File: config.mk
export PLATFORM = sky130hd
export DESIGN_NAME = llsc_resv_unit
export DESIGN_NICKNAME = d
export VERILOG_FILES = /design/src/rtl/llsc_pkg.sv /design/src/rtl/llsc_agen.sv /design/src/rtl/llsc_resv.sv /design/src/rtl/llsc_ctrl.sv /design/src/rtl/llsc_resv_unit.sv
export SDC_FILE = /design/constraint.sdc
export NUM_CORES = 1
export LEC_CHECK = 0
export BUFFER_PORTS_ARGS = -buffer_cell sky130_fd_sc_hd__buf_2
export CAP_MARGIN = 10
export CORE_UTILIZATION = 48
export DETAILED_ROUTE_END_ITERATION = 8
export GPL_TIMING_DRIVEN = 0
export PLACE_DENSITY = 0.73
export SLEW_MARGIN = 15
export SYNTH_ARGS = -nofsm -noshare
export SYNTH_HDL_FRONTEND = slang
export SYNTH_SLANG_ARGS = --single-unit
File: constraint.sdc
create_clock -name clk -period 8.44 [get_ports clk]
set_input_delay 0 -clock clk [delete_from_list [all_inputs] [get_ports clk]]
set_output_delay 0 -clock clk [all_outputs]
set_load 0.02 [all_outputs]
File: src/rtl/llsc_pkg.sv
// Shared types for the reservation unit: controller states and operation kinds.
package llsc_pkg;
    typedef enum logic [2:0] {
        ST_IDLE,
        ST_LL_RD,
        ST_LL_WAIT,
        ST_SC_RD,
        ST_SC_WAIT,
        ST_SC_WR,
        ST_RESP
    } ctl_state_t;

    typedef enum logic {
        OP_LOAD_LINK  = 1'b0,
        OP_STORE_COND = 1'b1
    } atom_op_t;
endpackage

File: src/rtl/llsc_agen.sv
// Effective address generator.
// Adds a sign-extended immediate to the base operand and flags any address
// whose low ALIGN_BITS bits are nonzero. Purely combinational.
// Assumes IMM_W < ADDR_W.
module llsc_agen #(
    parameter int ADDR_W     = 32,
    parameter int IMM_W      = 16,
    parameter int ALIGN_BITS = 2
) (
    input  logic [ADDR_W-1:0] base,
    input  logic [IMM_W-1:0]  imm,
    output logic [ADDR_W-1:0] ea,
    output logic              misaligned
);
    localparam int EXT_W = ADDR_W - IMM_W;

    // Sum base with the sign-extended offset.
    assign ea         = base + {{EXT_W{imm[IMM_W-1]}}, imm};
    // Any set low bit means the word access is not aligned.
    assign misaligned = |ea[ALIGN_BITS-1:0];
endmodule

File: src/rtl/llsc_resv.sv
// Reservation holder.
// Keeps the byte address and data word captured by a load-linked. A clear
// (from any aligned store-conditional) sets the address to all ones; since an
// all-ones address is never word aligned, it can never match a real request.
// Clear takes priority over set. Assumes set and clear are single-cycle pulses.
module llsc_resv #(
    parameter int ADDR_W = 32,
    parameter int DATA_W = 32
) (
    input  logic              clk,
    input  logic              rst_n,
    input  logic              set_en,
    input  logic [ADDR_W-1:0] set_addr,
    input  logic [DATA_W-1:0] set_val,
    input  logic              clr_en,
    input  logic [ADDR_W-1:0] probe_addr,
    output logic [ADDR_W-1:0] resv_addr,
    output logic [DATA_W-1:0] resv_val,
    output logic              addr_hit
);
    // Hold or update the reservation.
    always_ff @(posedge clk) begin
        if (!rst_n) begin
            resv_addr <= '1;
            resv_val  <= '0;
        end else if (clr_en) begin
            resv_addr <= '1;
        end else if (set_en) begin
            resv_addr <= set_addr;
            resv_val  <= set_val;
        end
    end

    // Compare an incoming address against the reservation.
    assign addr_hit = (probe_addr == resv_addr);

    assert_capture_R2: assert property (@(posedge clk) disable iff (!rst_n)
        (set_en && !clr_en) |=> (resv_addr == $past(set_addr)) && (resv_val == $past(set_val)));
endmodule

File: src/rtl/llsc_ctrl.sv
// Operation controller.
// Accepts one operation at a time. It sequences the memory read for a
// load-linked, and the locked read-compare-write for a store-conditional,
// then emits a one-cycle response. Assumes read data returns strictly after
// its grant, and that the arbiter honours mem_lock.
module llsc_ctrl
    import llsc_pkg::*;
#(
    parameter int ADDR_W     = 32,
    parameter int DATA_W     = 32,
    parameter int REG_W      = 5,
    parameter int ALIGN_BITS = 2
) (
    input  logic                     clk,
    input  logic                     rst_n,
    input  logic                     op_valid,
    input  logic                     op_kind,
    input  logic [ADDR_W-1:0]        ea,
    input  logic                     misaligned,
    input  logic [REG_W-1:0]         op_dest,
    input  logic [DATA_W-1:0]        op_wdata,
    input  logic                     addr_hit,
    input  logic [DATA_W-1:0]        resv_val,
    output logic                     op_ready,
    output logic                     mem_req,
    output logic                     mem_we,
    output logic                     mem_lock,
    output logic [ADDR_W-ALIGN_BITS-1:0] mem_addr,
    output logic [DATA_W-1:0]        mem_wdata,
    input  logic                     mem_gnt,
    input  logic                     mem_rvalid,
    input  logic [DATA_W-1:0]        mem_rdata,
    output logic                     resv_set,
    output logic [ADDR_W-1:0]        resv_set_addr,
    output logic [DATA_W-1:0]        resv_set_val,
    output logic                     resv_clr,
    output logic                     rsp_valid,
    output logic                     rsp_is_sc,
    output logic [DATA_W-1:0]        rsp_rdata,
    output logic [REG_W-1:0]         rsp_dest,
    output logic                     rsp_wr_en,
    output logic                     rsp_flag,
    output logic                     rsp_align_err,
    output logic                     cond_flag
);
    ctl_state_t          state_q, state_d;
    atom_op_t            kind_q;
    logic [ADDR_W-1:0]   ea_q;
    logic [REG_W-1:0]    dest_q;
    logic [DATA_W-1:0]   wdata_q;
    logic [DATA_W-1:0]   rdata_q;
    logic                err_q;
    logic                flag_q;
    logic                accept;

    assign op_ready = (state_q == ST_IDLE);
    assign accept   = op_ready && op_valid;

    // Next-state selection.
    always_comb begin
        state_d = state_q;
        case (state_q)
            ST_IDLE: begin
                if (op_valid) begin
                    if (misaligned)                           state_d = ST_RESP;
                    else if (atom_op_t'(op_kind) == OP_LOAD_LINK) state_d = ST_LL_RD;
                    else if (addr_hit)                        state_d = ST_SC_RD;
                    else                                      state_d = ST_RESP;
                end
            end
            ST_LL_RD:   if (mem_gnt)    state_d = ST_LL_WAIT;
            ST_LL_WAIT: if (mem_rvalid) state_d = ST_RESP;
            ST_SC_RD:   if (mem_gnt)    state_d = ST_SC_WAIT;
            ST_SC_WAIT: if (mem_rvalid) state_d = (mem_rdata == resv_val) ? ST_SC_WR : ST_RESP;
            ST_SC_WR:   if (mem_gnt)    state_d = ST_RESP;
            ST_RESP:                    state_d = ST_IDLE;
            default:                    state_d = ST_IDLE;
        endcase
    end

    // State register.
    always_ff @(posedge clk) begin
        if (!rst_n) state_q <= ST_IDLE;
        else        state_q <= state_d;
    end

    // Capture the accepted operation and build the response fields.
    always_ff @(posedge clk) begin
        if (!rst_n) begin
            kind_q  <= OP_LOAD_LINK;
            ea_q    <= '0;
            dest_q  <= '0;
            wdata_q <= '0;
            rdata_q <= '0;
            err_q   <= 1'b0;
            flag_q  <= 1'b0;
        end else begin
            if (accept) begin
                kind_q  <= atom_op_t'(op_kind);
                ea_q    <= ea;
                dest_q  <= op_dest;
                wdata_q <= op_wdata;
                rdata_q <= '0;
                err_q   <= misaligned;
                flag_q  <= 1'b0;
            end
            if (state_q == ST_LL_WAIT && mem_rvalid) rdata_q <= mem_rdata;
            if (state_q == ST_SC_WR && mem_gnt)      flag_q  <= 1'b1;
        end
    end

    // Persistent result flag, updated only by aligned store-conditionals.
    always_ff @(posedge clk) begin
        if (!rst_n)                                             cond_flag <= 1'b0;
        else if (state_q == ST_RESP && kind_q == OP_STORE_COND && !err_q) cond_flag <= flag_q;
    end

    // Memory port drive.
    assign mem_req   = (state_q == ST_LL_RD) || (state_q == ST_SC_RD) || (state_q == ST_SC_WR);
    assign mem_we    = (state_q == ST_SC_WR);
    assign mem_lock  = (state_q == ST_SC_RD) || (state_q == ST_SC_WAIT) || (state_q == ST_SC_WR);
    assign mem_addr  = ea_q[ADDR_W-1:ALIGN_BITS];
    assign mem_wdata = wdata_q;

    // Reservation updates.
    assign resv_set      = (state_q == ST_LL_WAIT) && mem_rvalid;
    assign resv_set_addr = ea_q;
    assign resv_set_val  = mem_rdata;
    assign resv_clr      = (state_q == ST_RESP) && (kind_q == OP_STORE_COND) && !err_q;

    // Response outputs.
    assign rsp_valid     = (state_q == ST_RESP);
    assign rsp_is_sc     = (kind_q == OP_STORE_COND);
    assign rsp_rdata     = rdata_q;
    assign rsp_dest      = dest_q;
    assign rsp_wr_en     = rsp_valid && (kind_q == OP_LOAD_LINK) && !err_q && (dest_q != '0);
    assign rsp_flag      = flag_q;
    assign rsp_align_err = err_q;

    assert_write_locked_R9: assert property (@(posedge clk) disable iff (!rst_n)
        (mem_req && mem_we) |-> mem_lock);
    assert_lock_release_R9: assert property (@(posedge clk) disable iff (!rst_n)
        ($past(mem_lock) && !mem_lock) |-> rsp_valid);
    assert_misaligned_quiet_R10: assert property (@(posedge clk) disable iff (!rst_n)
        (accept && misaligned) |=> (!mem_req && rsp_valid && rsp_align_err));
    assert_mismatch_quiet_R3: assert property (@(posedge clk) disable iff (!rst_n)
        (accept && !misaligned && op_kind && !addr_hit) |=> (!mem_req && rsp_valid && !rsp_flag));
    assert_success_wrote_R4: assert property (@(posedge clk) disable iff (!rst_n)
        (rsp_valid && rsp_flag) |-> $past(mem_req && mem_we && mem_gnt));
    assert_reg0_kept_R7: assert property (@(posedge clk) disable iff (!rst_n)
        (rsp_valid && (rsp_dest == '0 || rsp_is_sc)) |-> !rsp_wr_en);
endmodule

File: src/rtl/llsc_resv_unit.sv
// Load-linked / store-conditional reservation unit, top level.
// Ties the address generator, the reservation holder and the controller
// together. Assumes one outstanding operation and a word-wide memory port
// whose arbiter keeps other requesters out while mem_lock is high.
module llsc_resv_unit #(
    parameter int ADDR_W = 32,
    parameter int DATA_W = 32,
    parameter int IMM_W  = 16,
    parameter int REG_W  = 5
) (
    input  logic              clk,
    input  logic              rst_n,
    input  logic              op_valid,
    output logic              op_ready,
    input  logic              op_kind,
    input  logic [ADDR_W-1:0] op_base,
    input  logic [IMM_W-1:0]  op_imm,
    input  logic [REG_W-1:0]  op_dest,
    input  logic [DATA_W-1:0] op_wdata,
    output logic              rsp_valid,
    output logic              rsp_is_sc,
    output logic [DATA_W-1:0] rsp_rdata,
    output logic [REG_W-1:0]  rsp_dest,
    output logic              rsp_wr_en,
    output logic              rsp_flag,
    output logic              rsp_align_err,
    output logic              cond_flag,
    output logic              mem_req,
    output logic              mem_we,
    output logic              mem_lock,
    output logic [ADDR_W-$clog2(DATA_W/8)-1:0] mem_addr,
    output logic [DATA_W-1:0] mem_wdata,
    input  logic              mem_gnt,
    input  logic              mem_rvalid,
    input  logic [DATA_W-1:0] mem_rdata
);
    localparam int ALIGN_BITS = $clog2(DATA_W / 8);

    logic [ADDR_W-1:0] ea;
    logic              misaligned;
    logic              addr_hit;
    logic [ADDR_W-1:0] resv_addr;
    logic [DATA_W-1:0] resv_val;
    logic              resv_set;
    logic              resv_clr;
    logic [ADDR_W-1:0] resv_set_addr;
    logic [DATA_W-1:0] resv_set_val;

    llsc_agen #(.ADDR_W(ADDR_W), .IMM_W(IMM_W), .ALIGN_BITS(ALIGN_BITS)) agen_i (
        .base       (op_base),
        .imm        (op_imm),
        .ea         (ea),
        .misaligned (misaligned)
    );

    llsc_resv #(.ADDR_W(ADDR_W), .DATA_W(DATA_W)) resv_i (
        .clk        (clk),
        .rst_n      (rst_n),
        .set_en     (resv_set),
        .set_addr   (resv_set_addr),
        .set_val    (resv_set_val),
        .clr_en     (resv_clr),
        .probe_addr (ea),
        .resv_addr  (resv_addr),
        .resv_val   (resv_val),
        .addr_hit   (addr_hit)
    );

    llsc_ctrl #(.ADDR_W(ADDR_W), .DATA_W(DATA_W), .REG_W(REG_W), .ALIGN_BITS(ALIGN_BITS)) ctrl_i (
        .clk           (clk),
        .rst_n         (rst_n),
        .op_valid      (op_valid),
        .op_kind       (op_kind),
        .ea            (ea),
        .misaligned    (misaligned),
        .op_dest       (op_dest),
        .op_wdata      (op_wdata),
        .addr_hit      (addr_hit),
        .resv_val      (resv_val),
        .op_ready      (op_ready),
        .mem_req       (mem_req),
        .mem_we        (mem_we),
        .mem_lock      (mem_lock),
        .mem_addr      (mem_addr),
        .mem_wdata     (mem_wdata),
        .mem_gnt       (mem_gnt),
        .mem_rvalid    (mem_rvalid),
        .mem_rdata     (mem_rdata),
        .resv_set      (resv_set),
        .resv_set_addr (resv_set_addr),
        .resv_set_val  (resv_set_val),
        .resv_clr      (resv_clr),
        .rsp_valid     (rsp_valid),
        .rsp_is_sc     (rsp_is_sc),
        .rsp_rdata     (rsp_rdata),
        .rsp_dest      (rsp_dest),
        .rsp_wr_en     (rsp_wr_en),
        .rsp_flag      (rsp_flag),
        .rsp_align_err (rsp_align_err),
        .cond_flag     (cond_flag)
    );

    assert_resv_gone_R6: assert property (@(posedge clk) disable iff (!rst_n)
        (rsp_valid && rsp_is_sc && !rsp_align_err) |=> (resv_addr == '1));
    assert_misaligned_keeps_R10: assert property (@(posedge clk) disable iff (!rst_n)
        (rsp_valid && rsp_align_err) |=> $stable(resv_addr) && $stable(cond_flag));
endmodule

==> run metrics <==
result of the run=finished, final reports clean; number of max-slew violations in the final report=0; clock tree from TritonCTS=built; DR DRC count=0; cells taking the most area after synthesis=sky130_fd_sc_hd__dfxtp_1 35%, sky130_fd_sc_hd__nand2_1 12%, sky130_fd_sc_hd__a21boi_0 8.6%; category of the worst setup path capture point=flop; area taken by flip-flops and latches=0.00344 mm^2; setup skew after layout=0.0134 ns; count of TritonRoute iterations in the first routing pass=6; Max Buffers Root-to-Sink=2; Area growth syn-to-layout=28.6%; number of antenna violations at the first check in global routing=1; share of Yosys cell area claimed by the top area cell type=35.1%; share of the clock period used by the worst path=41.2%; final estimated routing congestion in global placement=0.964; Worst-Skew Late Latency=0.44 ns; Most used DFF post-synth=sky130_fd_sc_hd__dfxtp_1; Post-layout nets=1734; number of fillers in the final layout=1707; CTS clk-pin slew, worst paths=0.06 ns; ratio of cells with drive above 1 in the final layout=19.9%; global-route wire length before repair=51500 um; post-synthesis cell area=0.00982 mm^2; hpwl dp=24500 um; number of resized instances in the post-cts repair step=0; Cell Rows=51; hold buffer count at CTS=71; post-CTS setup buffer count=0; routed len/inst=17.8 um; remaining global-route overflow=0; Post-synth EDFFs=0; maximum VDD drop=0.125 mV; power consumption=0.00310 W; total wire length after detailed routing=33000 um; multi-input combinational cell area=0.00579 mm^2; die area=0.0210 mm^2; reg-to-reg endpoint=ctrl_i.state_q[2]; number of H-tree levels=4; sequential fraction of the synthesis area=35.1%; slew of the pin with the lowest slew margin=0.994 ns; number of inserted diodes=0; Setup crit start kind=primary input; Buffers on Ports=230; final cell count without fillers=1857; Via-to-Cell Ratio=5.52; Final Setup Violations=0; flop-to-flop setup slack=5.07 ns; capturing instance or port of the critical path=ctrl_i.state_q[2]; Iter 0 DRT Violations=821; data arrival time of the critical path=3.79 ns; CTS Root Buffer Type=sky130_fd_sc_hd__clkbuf_16; setup repair after global routing missed its margin=no; Die Ht=145 um; sinks on the clock net=172; Worst R2R Path Depth=11; Post-Route Hold Slack=0.0848 ns; number of standard cells after synthesis=1259; initial core utilization=49.6%; clock buffers created by TritonCTS=17; Cell variety after synth=78; number of top-level pins=232; max-cap violation count=0; Worst R2R Start=resv_i.resv_addr[0]; library cell with the largest summed area after synthesis=sky130_fd_sc_hd__dfxtp_1; detailed-route via count=10300; type of the worst min-delay path=primary input to flop; post-synthesis sequential element count=172; fraction of registers with async set or reset after synthesis=0%; cell count after placement=1754; Leak Pwr=5.36 nW; Final Hold Viols=0; launching element of the worst setup path=op_base[0]; yosys synthesis warning count=0; global router's overall resource usage=31.0%; total negative slack for setup checks=0 ns; nets in the synthesized netlist=1414; critical path data required time=8.75 ns; leading cell type in the layout, fill and taps excluded=sky130_fd_sc_hd__nand2_1; Core Footprint=0.0198 mm^2; Max Fclk=288 MHz; most used cells in the layout excluding fill and tap cells=323 x sky130_fd_sc_hd__nand2_1, 237 x sky130_fd_sc_hd__buf_2, 172 x sky130_fd_sc_hd__dfxtp_1, 113 x sky130_fd_sc_hd__a21boi_0, 71 x sky130_fd_sc_hd__dlygate4sd3_1; Die X-Extent=145 um; Worst Setup Path Type=primary input to flop; Antenna Nets Post-Route=0; maximum fanout along the worst path=8; maximum number of pins on one net before global-route repair=19; Power Density=246 mW/mm^2; Post-Synthesis Mean Instance Area=7.80 um^2; max_slew headroom=33.3%; final worst path period need=3.48 ns; number of global-route vias before repair=9730
[cell usage after synthesis, drive strengths merged, types with 2 or more instances]
cell and count:
nand2 323, o31a 2, o21bai 2, or3 4, nor3 18, o21ai 51
a21boi 113, nor2b 7, a2111oi 2, ha 31, o2111ai 2, a21o 7
a211o 6, or2 2, a41oi 5, a221oi 2, nor4b 3, clkbuf 66
and4 2, a211oi 10, nor3b 6, buf 41, and3 6, nor2 43
xnor2 61, nand4 29, nand2b 5, o211a 5, a22oi 3, xor2 19
o211ai 17, and2 22, a31oi 7, dfxtp 172, inv 16, o31ai 4
nand3 40, mux2i 6, o21a 6, o22ai 4, or4 4, a221o 2
a21oi 52, o41ai 2, nor4 13
[critical path, stage by stage]
cell	delay, ns
sky130_fd_sc_hd__buf_2	0.10
sky130_fd_sc_hd__ha_1	0.24
sky130_fd_sc_hd__fa_1	0.44
sky130_fd_sc_hd__a21o_1	0.24
sky130_fd_sc_hd__a221oi_4	0.52
sky130_fd_sc_hd__o211a_4	0.28
sky130_fd_sc_hd__nor2_2	0.09
sky130_fd_sc_hd__xnor2_2	0.25
sky130_fd_sc_hd__xnor2_1	0.18
sky130_fd_sc_hd__a221oi_2	0.35
sky130_fd_sc_hd__nand4_1	0.15
sky130_fd_sc_hd__or4_1	0.55
sky130_fd_sc_hd__nor4_2	0.28
sky130_fd_sc_hd__o21ai_1	0.11
[cells by family (layout without fill, tap and decap cells)]
kind of cell	count (synthesis)	count (layout)	share of synthesized area, %
DFF	172	172	35.1
buffers and inverters	123	456	6.01
xor gates and xnor gates	81	81	7.45
muxes	6	6	0.612
and+or+nand+nor	531	531	24.3
adders and majority gates	32	32	4.15
AOI/OAI and AO/OA	314	314	22.4
[cell type report]
class                   instances  share of cell area, %
clock inverters                13                   1.40
well taps                     265                   2.62
plain buffers                 107                   4.20
inverters                      16                  0.475
flip-flops and latches        172                   27.3
repair buffers                301                   14.7
multi-input cells             964                   45.8
clock buffers                  19                   3.51
[worst min path at each step]
stage / from / to / slack (ns) / cells after the start
6_report: op_imm[0] / ctrl_i.resv_set_addr[0] / 0.08 / 4
4_1_cts: op_imm[0] / ctrl_i.resv_set_addr[0] / 0.09 / 4
5_1_grt: op_imm[0] / ctrl_i.resv_set_addr[0] / 0.13 / 4
3_3_place_gp: op_dest[0] / ctrl_i.rsp_dest[0] / 0.25 / 3
2_1_floorplan: op_wdata[0] / ctrl_i.mem_wdata[0] / 0.14 / 2
3_5_place_dp: op_dest[2] / ctrl_i.rsp_dest[2] / 0.26 / 3
[through the flow]
step	cell area [um^2]	util [%]	worst slack, ns
6_report	12600	63.9	4.96
5_1_grt	12600	63.9	4.74
4_1_cts	12600	63.9	5.03
3_5_place_dp	11300	57.1	4.60
3_3_place_gp	11300	57.1	4.61
2_1_floorplan	9820	-	5.31
[layer usage]
| metal | wire, um | vias to the layer above | GRT usage (%) |
|---|---|---|---|
| met5 | 13 | - | 0 |
| met4 | 1040 | 2 | 12.6 |
| met2 | 15800 | 441 | 52.5 |
| met3 | 2380 | 81 | 5.22 |
| li1 | - | 4993 | - |
| met1 | 13800 | 4740 | 38.8 |
[registers in the layout, summed over array words and instances (netlist names), 3 cells and up]
name and cells:
resv_i.resv_addr 32, resv_i.resv_val 32, ctrl_i.rsp_rdata 32, ctrl_i.resv_set_addr 32, ctrl_i.mem_wdata 32, ctrl_i.state_q 3
ctrl_i.rsp_dest 5
[report_power, final]
group          internal [W]  leakage, nW  switching, W
logic              0.000436         3.66      0.000754
clock network      0.000482        0.299      0.000354
registers          0.000960         1.40      0.000118
No activity file was read; power rests on OpenSTA's default activity.
